$ cat config.mk
export PLATFORM = sky130hd
export DESIGN_NAME = spectrum_bars
export DESIGN_NICKNAME = d
export VERILOG_FILES = /design/src/rtl/spectrum_bars.sv
export SDC_FILE = /design/constraint.sdc
export NUM_CORES = 1
export LEC_CHECK = 0
export BUFFER_PORTS_ARGS = -buffer_cell sky130_fd_sc_hd__buf_2
export CAP_MARGIN = 25
export CORE_MARGIN = 4
export CORE_UTILIZATION = 55
export DETAILED_ROUTE_END_ITERATION = 8
export HOLD_SLACK_MARGIN = 0.03
export PLACE_DENSITY = 0.72
export SYNTH_ARGS = -nofsm -noshare
export SYNTH_HDL_FRONTEND = slang
export SYNTH_SLANG_ARGS = --single-unit
$ cat constraint.sdc
create_clock -name clk -period 6.4 [get_ports clk]
set_clock_uncertainty 0.15 [all_clocks]
set_input_delay 0.64 -clock clk [delete_from_list [all_inputs] [get_ports clk]]
set_output_delay 0.64 -clock clk [all_outputs]
set_load 0.02 [all_outputs]
$ cat src/rtl/spectrum_bars.sv
module spectrum_bars #(
  parameter int NBINS    = 32,
  parameter int MAG_W    = 8,
  parameter int SCREEN_H = 200,
  parameter int BAR_W    = 4,
  parameter int BAR_GAP  = 1,
  parameter int HMAX     = 198,
  localparam int AW      = $clog2(NBINS),
  localparam int NBARS   = NBINS - 1,
  localparam int PITCH   = BAR_W + BAR_GAP,
  localparam int XW      = $clog2(NBARS * PITCH),
  localparam int YW      = $clog2(SCREEN_H)
) (
  input  logic             clk,
  input  logic             rst_n,
  input  logic             buf_valid,
  input  logic [MAG_W-1:0] rd_data,
  input  logic             log_mode,
  input  logic [1:0]       decay_sel,
  input  logic             pause,
  output logic [AW-1:0]    rd_addr,
  output logic             bar_valid,
  output logic [AW-1:0]    bar_idx,
  output logic [XW-1:0]    bar_x0,
  output logic [XW-1:0]    bar_x1,
  output logic [YW-1:0]    bar_top,
  output logic [YW-1:0]    bar_height,
  output logic             done
);

  typedef logic [YW-1:0] ltab_t [2**MAG_W];

  function automatic ltab_t build_log();
    ltab_t t;
    real   r;
    for (int v = 0; v < 2**MAG_W; v++) begin
      if (v < 2) t[v] = '0;
      else begin
        r = $ln(real'(v)) * 45.0 - 30.0;
        if (r < 0.0)               t[v] = '0;
        else if (r > real'(HMAX))  t[v] = YW'(HMAX);
        else                       t[v] = YW'($rtoi(r));
      end
    end
    return t;
  endfunction

  localparam ltab_t LOG_TAB = build_log();

  logic          busy, rd_pend, last_q, lm_q;
  logic [1:0]    ds_q;
  logic [AW-1:0] issue, pend_bin, bar_i;
  logic [YW-1:0] prev_q [NBARS];
  logic [YW-1:0] next_q [NBARS];
  logic [YW-1:0] lin_h, scaled, pv, decayed, shown;
  logic [2:0]    shamt;

  assign rd_addr = issue;
  assign bar_i   = pend_bin - 1'b1;
  assign lin_h   = (rd_data > MAG_W'(HMAX)) ? YW'(HMAX) : YW'(rd_data);
  assign scaled  = lm_q ? LOG_TAB[rd_data] : lin_h;
  assign shamt   = (ds_q == 2'd0) ? 3'd4 : (ds_q == 2'd1) ? 3'd3 : 3'd2;
  assign pv      = prev_q[bar_i];
  assign decayed = pv - (pv >> shamt);
  assign shown   = (scaled > pv) ? scaled : decayed;

  always_ff @(posedge clk) begin
    if (!rst_n) begin
      busy       <= 1'b0;
      rd_pend    <= 1'b0;
      last_q     <= 1'b0;
      lm_q       <= 1'b0;
      ds_q       <= '0;
      issue      <= '0;
      pend_bin   <= '0;
      bar_valid  <= 1'b0;
      bar_idx    <= '0;
      bar_x0     <= '0;
      bar_x1     <= '0;
      bar_top    <= '0;
      bar_height <= '0;
      done       <= 1'b0;
      for (int i = 0; i < NBARS; i++) begin
        prev_q[i] <= '0;
        next_q[i] <= '0;
      end
    end else begin
      bar_valid <= 1'b0;
      done      <= 1'b0;
      rd_pend   <= busy;
      pend_bin  <= issue;
      if (busy) begin
        if (issue == AW'(NBINS - 1)) busy <= 1'b0;
        else                         issue <= issue + 1'b1;
      end else if (buf_valid && !pause) begin
        busy  <= 1'b1;
        issue <= AW'(1);
        lm_q  <= log_mode;
        ds_q  <= decay_sel;
      end
      if (rd_pend) begin
        bar_valid      <= 1'b1;
        bar_idx        <= bar_i;
        bar_x0         <= XW'(bar_i) * XW'(PITCH);
        bar_x1         <= XW'(bar_i) * XW'(PITCH) + XW'(BAR_W - 1);
        bar_top        <= YW'(SCREEN_H - 1) - shown;
        bar_height     <= shown;
        next_q[bar_i]  <= shown;
        last_q         <= (pend_bin == AW'(NBINS - 1));
      end else begin
        last_q <= 1'b0;
      end
      if (last_q) begin
        done   <= 1'b1;
        prev_q <= next_q;
      end
    end
  end

  p_span_step_r2: assert property (@(posedge clk) disable iff (!rst_n)
    bar_valid && $past(bar_valid) |-> bar_x0 == $past(bar_x0) + XW'(PITCH));

  p_height_cap_r6: assert property (@(posedge clk) disable iff (!rst_n)
    bar_valid |-> bar_height <= YW'(HMAX));

  p_decay_floor_r7: assert property (@(posedge clk) disable iff (!rst_n)
    bar_valid |-> bar_height >= prev_q[bar_idx] - (prev_q[bar_idx] >> 2));

  p_pause_hold_r8: assert property (@(posedge clk) disable iff (!rst_n)
    !busy && pause |=> !busy);

  p_done_after_last_r9: assert property (@(posedge clk) disable iff (!rst_n)
    done |-> $past(bar_valid) && $past(bar_idx) == AW'(NBARS - 1));

  p_done_pulse_r9: assert property (@(posedge clk) disable iff (!rst_n)
    done |=> !done);

endmodule

Word-level counts from Yosys, hierarchy flattened
Memories as Yosys holds them, arrays and structs flattened.
Cells that the tools add are included.
{"block": "totals", "wordCells": 125, "mem_bits_ro": 2048, "out_inout_bits": 44, "reg_bits": 551, "in_bits": 15, "mem_count": 1}
{"block": "classes", "n_bitwise": 3, "n_lt_le_gt_ge": 5, "addsub": 5, "eq_ne": 4, "reduce_logical": 8, "multipliers": 1, "muxes": 21, "shifts": 1}
{"memory": "(no name shown)", "words": 256, "width": 8, "rd": 1, "rd_ports_with_merged_regs": 0, "write_ports": 0, "line": "61", "source": "assign scaled = lm_q ? LOG_TAB[rd_data] : lin_h;"}
{"cell": "248-bit bitwise mux", "count": 1}
{"cell": "8-bit 2-to-1 mux", "count": 8}
{"cell": "8-bit binary-select mux with 5-bit select", "count": 1}
{"cell": "8-bit demux with 5-bit select", "count": 1}
{"cell": "5-bit 2-to-1 mux", "count": 3}
{"cell": "5-bit equality test (second input constant)", "count": 2}
{"cell": "9-bit greater-or-equal comparator (second input constant)", "count": 1}
{"cell": "8-bit inverter with 9-bit output", "count": 1}
{"cell": "8-bit by 2-bit adder with 8-bit output (second input constant)", "count": 1}
{"cell": "8-bit > comparator", "count": 1}
{"cell": "8-bit > comparator (second input constant)", "count": 1}
{"cell": "5-bit by 3-bit multiplier with 8-bit output (second input constant)", "count": 1}
{"cell": "8-bit by 3-bit right shift with 8-bit output", "count": 1}
{"cell": "8-bit subtractor", "count": 1}
{"cell": "8-bit subtractor (first input constant)", "count": 1}
{"cell": "6-bit greater-or-equal comparator (second input constant)", "count": 1}
{"cell": "6-bit by 1-bit < comparator with 1-bit output (second input constant)", "count": 1}
{"cell": "1-bit 2-to-1 mux", "count": 6}
{"cell": "5-bit inverter with 6-bit output", "count": 1}
{"cell": "2-bit AND reduction", "count": 3}
{"cell": "5-bit by 1-bit adder with 5-bit output (second input constant)", "count": 1}
{"cell": "5-bit by 1-bit subtractor with 5-bit output (second input constant)", "count": 1}
{"cell": "3-bit 2-to-1 mux", "count": 1}
{"cell": "2-bit by 1-bit equality test with 1-bit output (second input constant)", "count": 1}
{"cell": "other kinds (6)", "count": 7}

Depth between registers and ports, before layout
{"block": "logic_depth", "ltp_word": 9, "mapped_depth": 32, "mapped_depth_nobuf": 24}

Worst setup path after synthesis
No wires, ideal clock.
{"block": "synth_timing", "path_type": "reg-to-reg", "from": "register pend_bin[0]", "to": "register next_q[170] (netlist name)", "slack_ns": -0.436, "t_required_ns": 6.134, "setup_ns": 0.116, "n_path_buf": 11, "stages_incl_launch_ff": 28, "period_less_slack_ns": 6.836, "arrival_ns": 6.570, "path_cell_list": "dfxtp_1 buf_6 buf_2 clkinv_1 clkbuf_1 ha_1 buf_2 buf_1 buf_1 clkbuf_1 buf_2 buf_1 mux4_2 and2_1 or4_1 inv_1 ha_1 nor2b_1 o21ai_0 nand2b_1 a21oi_1 or3_1 a21oi_4 buf_6 mux2i_4 buf_6 nand2_1 o211a_1"}
{"block": "synth_via", "elab_chain_len": 9, "elab_cells_between_ends": 15, "classes_between": "add/sub: 2; order compare: 3; shift: 1; mux: 7; bitwise: 1; reduce/logical: 1"}
{"item": "from (decl)", "line": "52", "source": "logic [AW-1:0] issue, pend_bin, bar_i;"}
{"item": "from (signal assigned)", "line": "91", "source": "pend_bin <= issue;"}
{"item": "5-bit by 1-bit subtractor with 5-bit output *", "line": "59", "source": "assign bar_i = pend_bin - 1'b1;"}
{"item": "net bar_i[0]", "line": "52"}
{"item": "5-bit inverter with 6-bit output (implied by the code) *", "line": "63, 108"}
{"item": "8-bit binary-select mux with 5-bit select", "line": "63", "source": "assign pv = prev_q[bar_i];"}
{"item": "8-bit 2-to-1 mux (implied by the code) (2 in series)", "line": "63"}
{"item": "8-bit by 3-bit right shift with 8-bit output", "line": "64", "source": "assign decayed = pv - (pv >> shamt);"}
{"item": "8-bit subtractor", "line": "64"}
{"item": "8-bit 2-to-1 mux", "line": "65", "source": "assign shown = (scaled > pv) ? scaled : decayed;"}
{"item": "248-bit bitwise mux *", "line": "108", "source": "next_q[bar_i] <= shown;"}
{"item": "to (signal, indexed assignment)", "line": "108"}
{"item": "to (decl)", "line": "54", "source": "logic [YW-1:0] next_q [NBARS];"}
Mark *: on every way through the listed nets, which the timed path passes. The rest lies on a longest branch. The select of a mux whose other input is x is not followed.
A chain may end at the register's enable or synchronous reset.

Worst setup path after layout
{"block": "layout_timing", "from": "register pend_bin[1]", "to": "register next_q[94] (netlist name)"}
{"block": "layout_via", "elab_chain_len": 9, "elab_cells_between_ends": 15, "classes_between": "add/sub: 2; order compare: 3; shift: 1; mux: 7; bitwise: 1; reduce/logical: 1"}
{"item": "5-bit by 1-bit subtractor with 5-bit output *", "line": "59"}
{"item": "5-bit inverter with 6-bit output (implied by the code) *", "line": "63, 108"}
{"item": "8-bit binary-select mux with 5-bit select", "line": "63"}
{"item": "8-bit 2-to-1 mux (implied by the code) (2 in series)", "line": "63"}
{"item": "8-bit by 3-bit right shift with 8-bit output", "line": "64"}
{"item": "8-bit subtractor", "line": "64"}
{"item": "8-bit 2-to-1 mux", "line": "65"}
{"item": "248-bit bitwise mux *", "line": "108"}
Every way passes the cells marked *; elsewhere a longest branch is shown, timed or not. The select of a mux whose other input is x is not followed.

==> qor.yml <==
die-area_mm2: 0.0487
drive_above_1_share_pct: 11.9
synth.cell_area_mm2: 0.0249
holdCritPathClass: "in -> reg"
nNetsFinal: 2508
clk_path_buf_depth: 3
dp_hpwl_um: 39200
async_flop_share_pct: 0
yosysTopAreaCell: "dfxtp_1"
worstPathMaxFanout: 20
clkSinkCount: 548
overflow: 0
max_freq_ghz: 0.167
peakVddDrop_uv: 191
final_hold_viol_count: 0
insertion_delay_ns: 0.63
grt_pass1_wl_um: 98800
postRouteAntennaNets: 0
power_density_mw_per_mm2: 275
ys_warn_count: 0
worstPathArrival_ns: 6.36
antenna_found_initial: 2
synth_top_cells_by_area: "dfxtp_1, mux2i_1, nor2b_1, o211a_1, mux4_2"
wl_per_cell_um: 20.1
ioPinCount: 59
cts_resized: 0
synth_edf_count: 0
postCtsSetupBuffers: 0
synthCells: 2493
slew_violations: 0
max_cap_viol_count: 0
portBuffers: 58
htreeDepth: 2
crit_type: "reg -> reg"
fp.dieW_um: 221
seq_area_frac_synth_pct: 44.1
cts_root_buf: "clkbuf_16"
cts_inserted_buffers: 55
num_vias: 18300
diodes: 0
avgSynthCellArea_um2: 9.97
setup_viol: 0
cts_tree: "done"
firstDrtPassIters: 5
track_usage_pct: 25.1
via_per_inst: 5.91
synth_cell_types: 79
grt_setup_unrepaired: "no"
end_kind: "register"
slew_headroom_pct: 28.6
tightestPinTransition_ns: 1.07
die_h_um: 221
ctsHoldBuffers: 0
ys_ff_latch: 548
period_share_pct: 93.3
required_ns: 6.78
gp_congestion: 0.929
drc: 0
drtIter0Drc: 1609
start_kind: "register"
wl_um: 62300
grt_max_degree: 210
first_global_vias: 17600
synthesis.nets: 2546
power.leakage_uw: 0.0112
fin_util_pct: 61.9
synthToLayoutAreaGrowth_pct: 10.6
status: "finished clean"
tns_ns: 0
layout_min_cycle_time_ns: 5.97
clk_pin_slew_ns: 0.07
ys.flop_type: "dfxtp_1"
synth.top_cell.area_share_pct: 44.1
start_util_pct: 56.0
num_rows: 77
core_area_mm2: 0.0444
-- stage by stage --
| stage | hold WS [ns] | area (um^2) | total power [uW] | setup WS (ns) | std cells |
|---|---|---|---|---|---|
| global route | 0.154 | 27500 | 7800 | 0.131 | 3091 |
| floorplan | 0.302 | 24900 | 4070 | 0.0114 | 2493 |
| detailed placement | 0.310 | 25500 | 4300 | 0.517 | 2980 |
| CTS | 0.135 | 27400 | 7600 | 0.512 | 3081 |
| global placement | 0.298 | 25400 | 4290 | 0.592 | 2973 |
| finish | 0.147 | 27500 | 7550 | 0.427 | 3091 |
-- report_power, final --
part           internal, uW  switching (uW)  total (uW)
clock                  1950            1360        3320
combinational           277             516         793
sequential             3430            13.9        3440
total                  5660            1890        7550
-- worst max-delay path, cell delays in order, from the launching register on --
cell	delay [ns]
dfxtp_1	0.52
inv_1	0.16
ha_4	0.56
mux4_2	0.42
mux2i_1	0.27
o221ai_1	0.20
or4b_2	0.77
inv_1	0.12
a21oi_1	0.07
nor2_1	0.11
a21oi_1	0.06
ha_1	0.23
fa_1	0.41
inv_1	0.08
a21oi_1	0.07
o21bai_1	0.20
a21oi_1	0.10
o21ai_0	0.19
xor2_1	0.20
mux2_2	0.47
buf_12	0.22
nand2_1	0.08
a21boi_1	0.19
-- path summary, 6_finish.rpt --
kind                start          to  slack [ns]  cells past startpoint
max           pend_bin[1]  next_q[94]        0.43                     22
min          decay_sel[0]     ds_q[0]        0.15                      3
max reg2reg   pend_bin[1]  next_q[94]        0.43                     22
min reg2reg    bar_top[7]  bar_top[7]        0.32                      2
-- cells in the final DEF, fill, tap and decap left out, types with 7 or more instances in the layout --
cell type / synthesis / final
a21boi_1: 60 / 60
mux2i_1: 317 / 316
clkbuf_8: 0 / 17
nand3_1: 8 / 8
o21ai_0: 110 / 110
nor2b_1: 309 / 309
mux4_2: 50 / 50
ha_1: 36 / 35
and3_1: 9 / 9
o22ai_1: 12 / 12
xnor2_1: 15 / 15
clkbuf_16: 0 / 57
nand2b_1: 12 / 12
and2_1: 15 / 15
xor2_1: 7 / 7
clkinv_2: 1 / 11
a211oi_1: 10 / 10
dfxtp_1: 548 / 545
a31oi_1: 10 / 9
a21oi_1: 40 / 40
inv_1: 41 / 41
buf_4: 13 / 57
nor3_1: 14 / 14
o221ai_1: 14 / 14
clkbuf_1: 151 / 10
nor2_1: 75 / 75
nand2_1: 285 / 285
o211a_1: 170 / 170
buf_2: 20 / 57
-- state kept, by name, indices dropped and copies added (netlist names), 2 cells and up --
name and flops:
bar_idx 5, rd_addr 5, pend_bin 5, bar_x0 6
bar_top 8, prev_q 248, next_q 248, ds_q 2
bar_x1 8, bar_height 7
-- layer usage --
layer,global-route usage [%],share of wire (%),routed length [um]
met5,0,0.021,13
met4,8.49,3.2,1970
met3,4.20,5.8,3620
met2,40.0,45,28100
met1,34.7,46,28600
-- synth_stat cells, drive strengths merged, types with 3 or more instances --
master   number
dfxtp       548
mux2i       323
nor2b       309
nand2       285
o211a       170
clkbuf      151
o21ai       115
nor2         75
buf          69
a21boi       65
mux4         50
inv          42
a21oi        41
ha           36
xnor2        16
and2         15
nor3         14
o221ai       14
a31oi        12
nand2b       12
o22ai        12
a211oi       10
and3          9
nand3         8
xor2          7
a22oi         4
clkinv        4
mux2          4
nand4         4
nor3b         4
o211ai        4
o221a         4
o311ai        4
or3           4
nor4          3
o21a          3
o2bb2ai       3
o31ai         3
or4           3
-- logic make-up after synthesis --
kind of cell | after synthesis | share of synthesized area, %
buf+inv | 266 | 4.59
simple gates | 753 | 15.3
flops | 548 | 44.1
compound gates | 487 | 15.1
mux | 377 | 18.0
fa+ha+maj | 39 | 2.01
xor+xnor | 23 | 0.841
-- layout make-up --
| type | instances | area, um^2 |
|---|---|---|
| clock buffer | 84 | 1700 |
| clock inverter | 17 | 206 |
| fill | 3651 | 16900 |
| inverter | 46 | 174 |
| multi-input combinational | 1679 | 12800 |
| sequential | 548 | 11000 |
| tap | 592 | 741 |
| timing repair buffer | 125 | 910 |
Power figures use the tool's default switching activity.
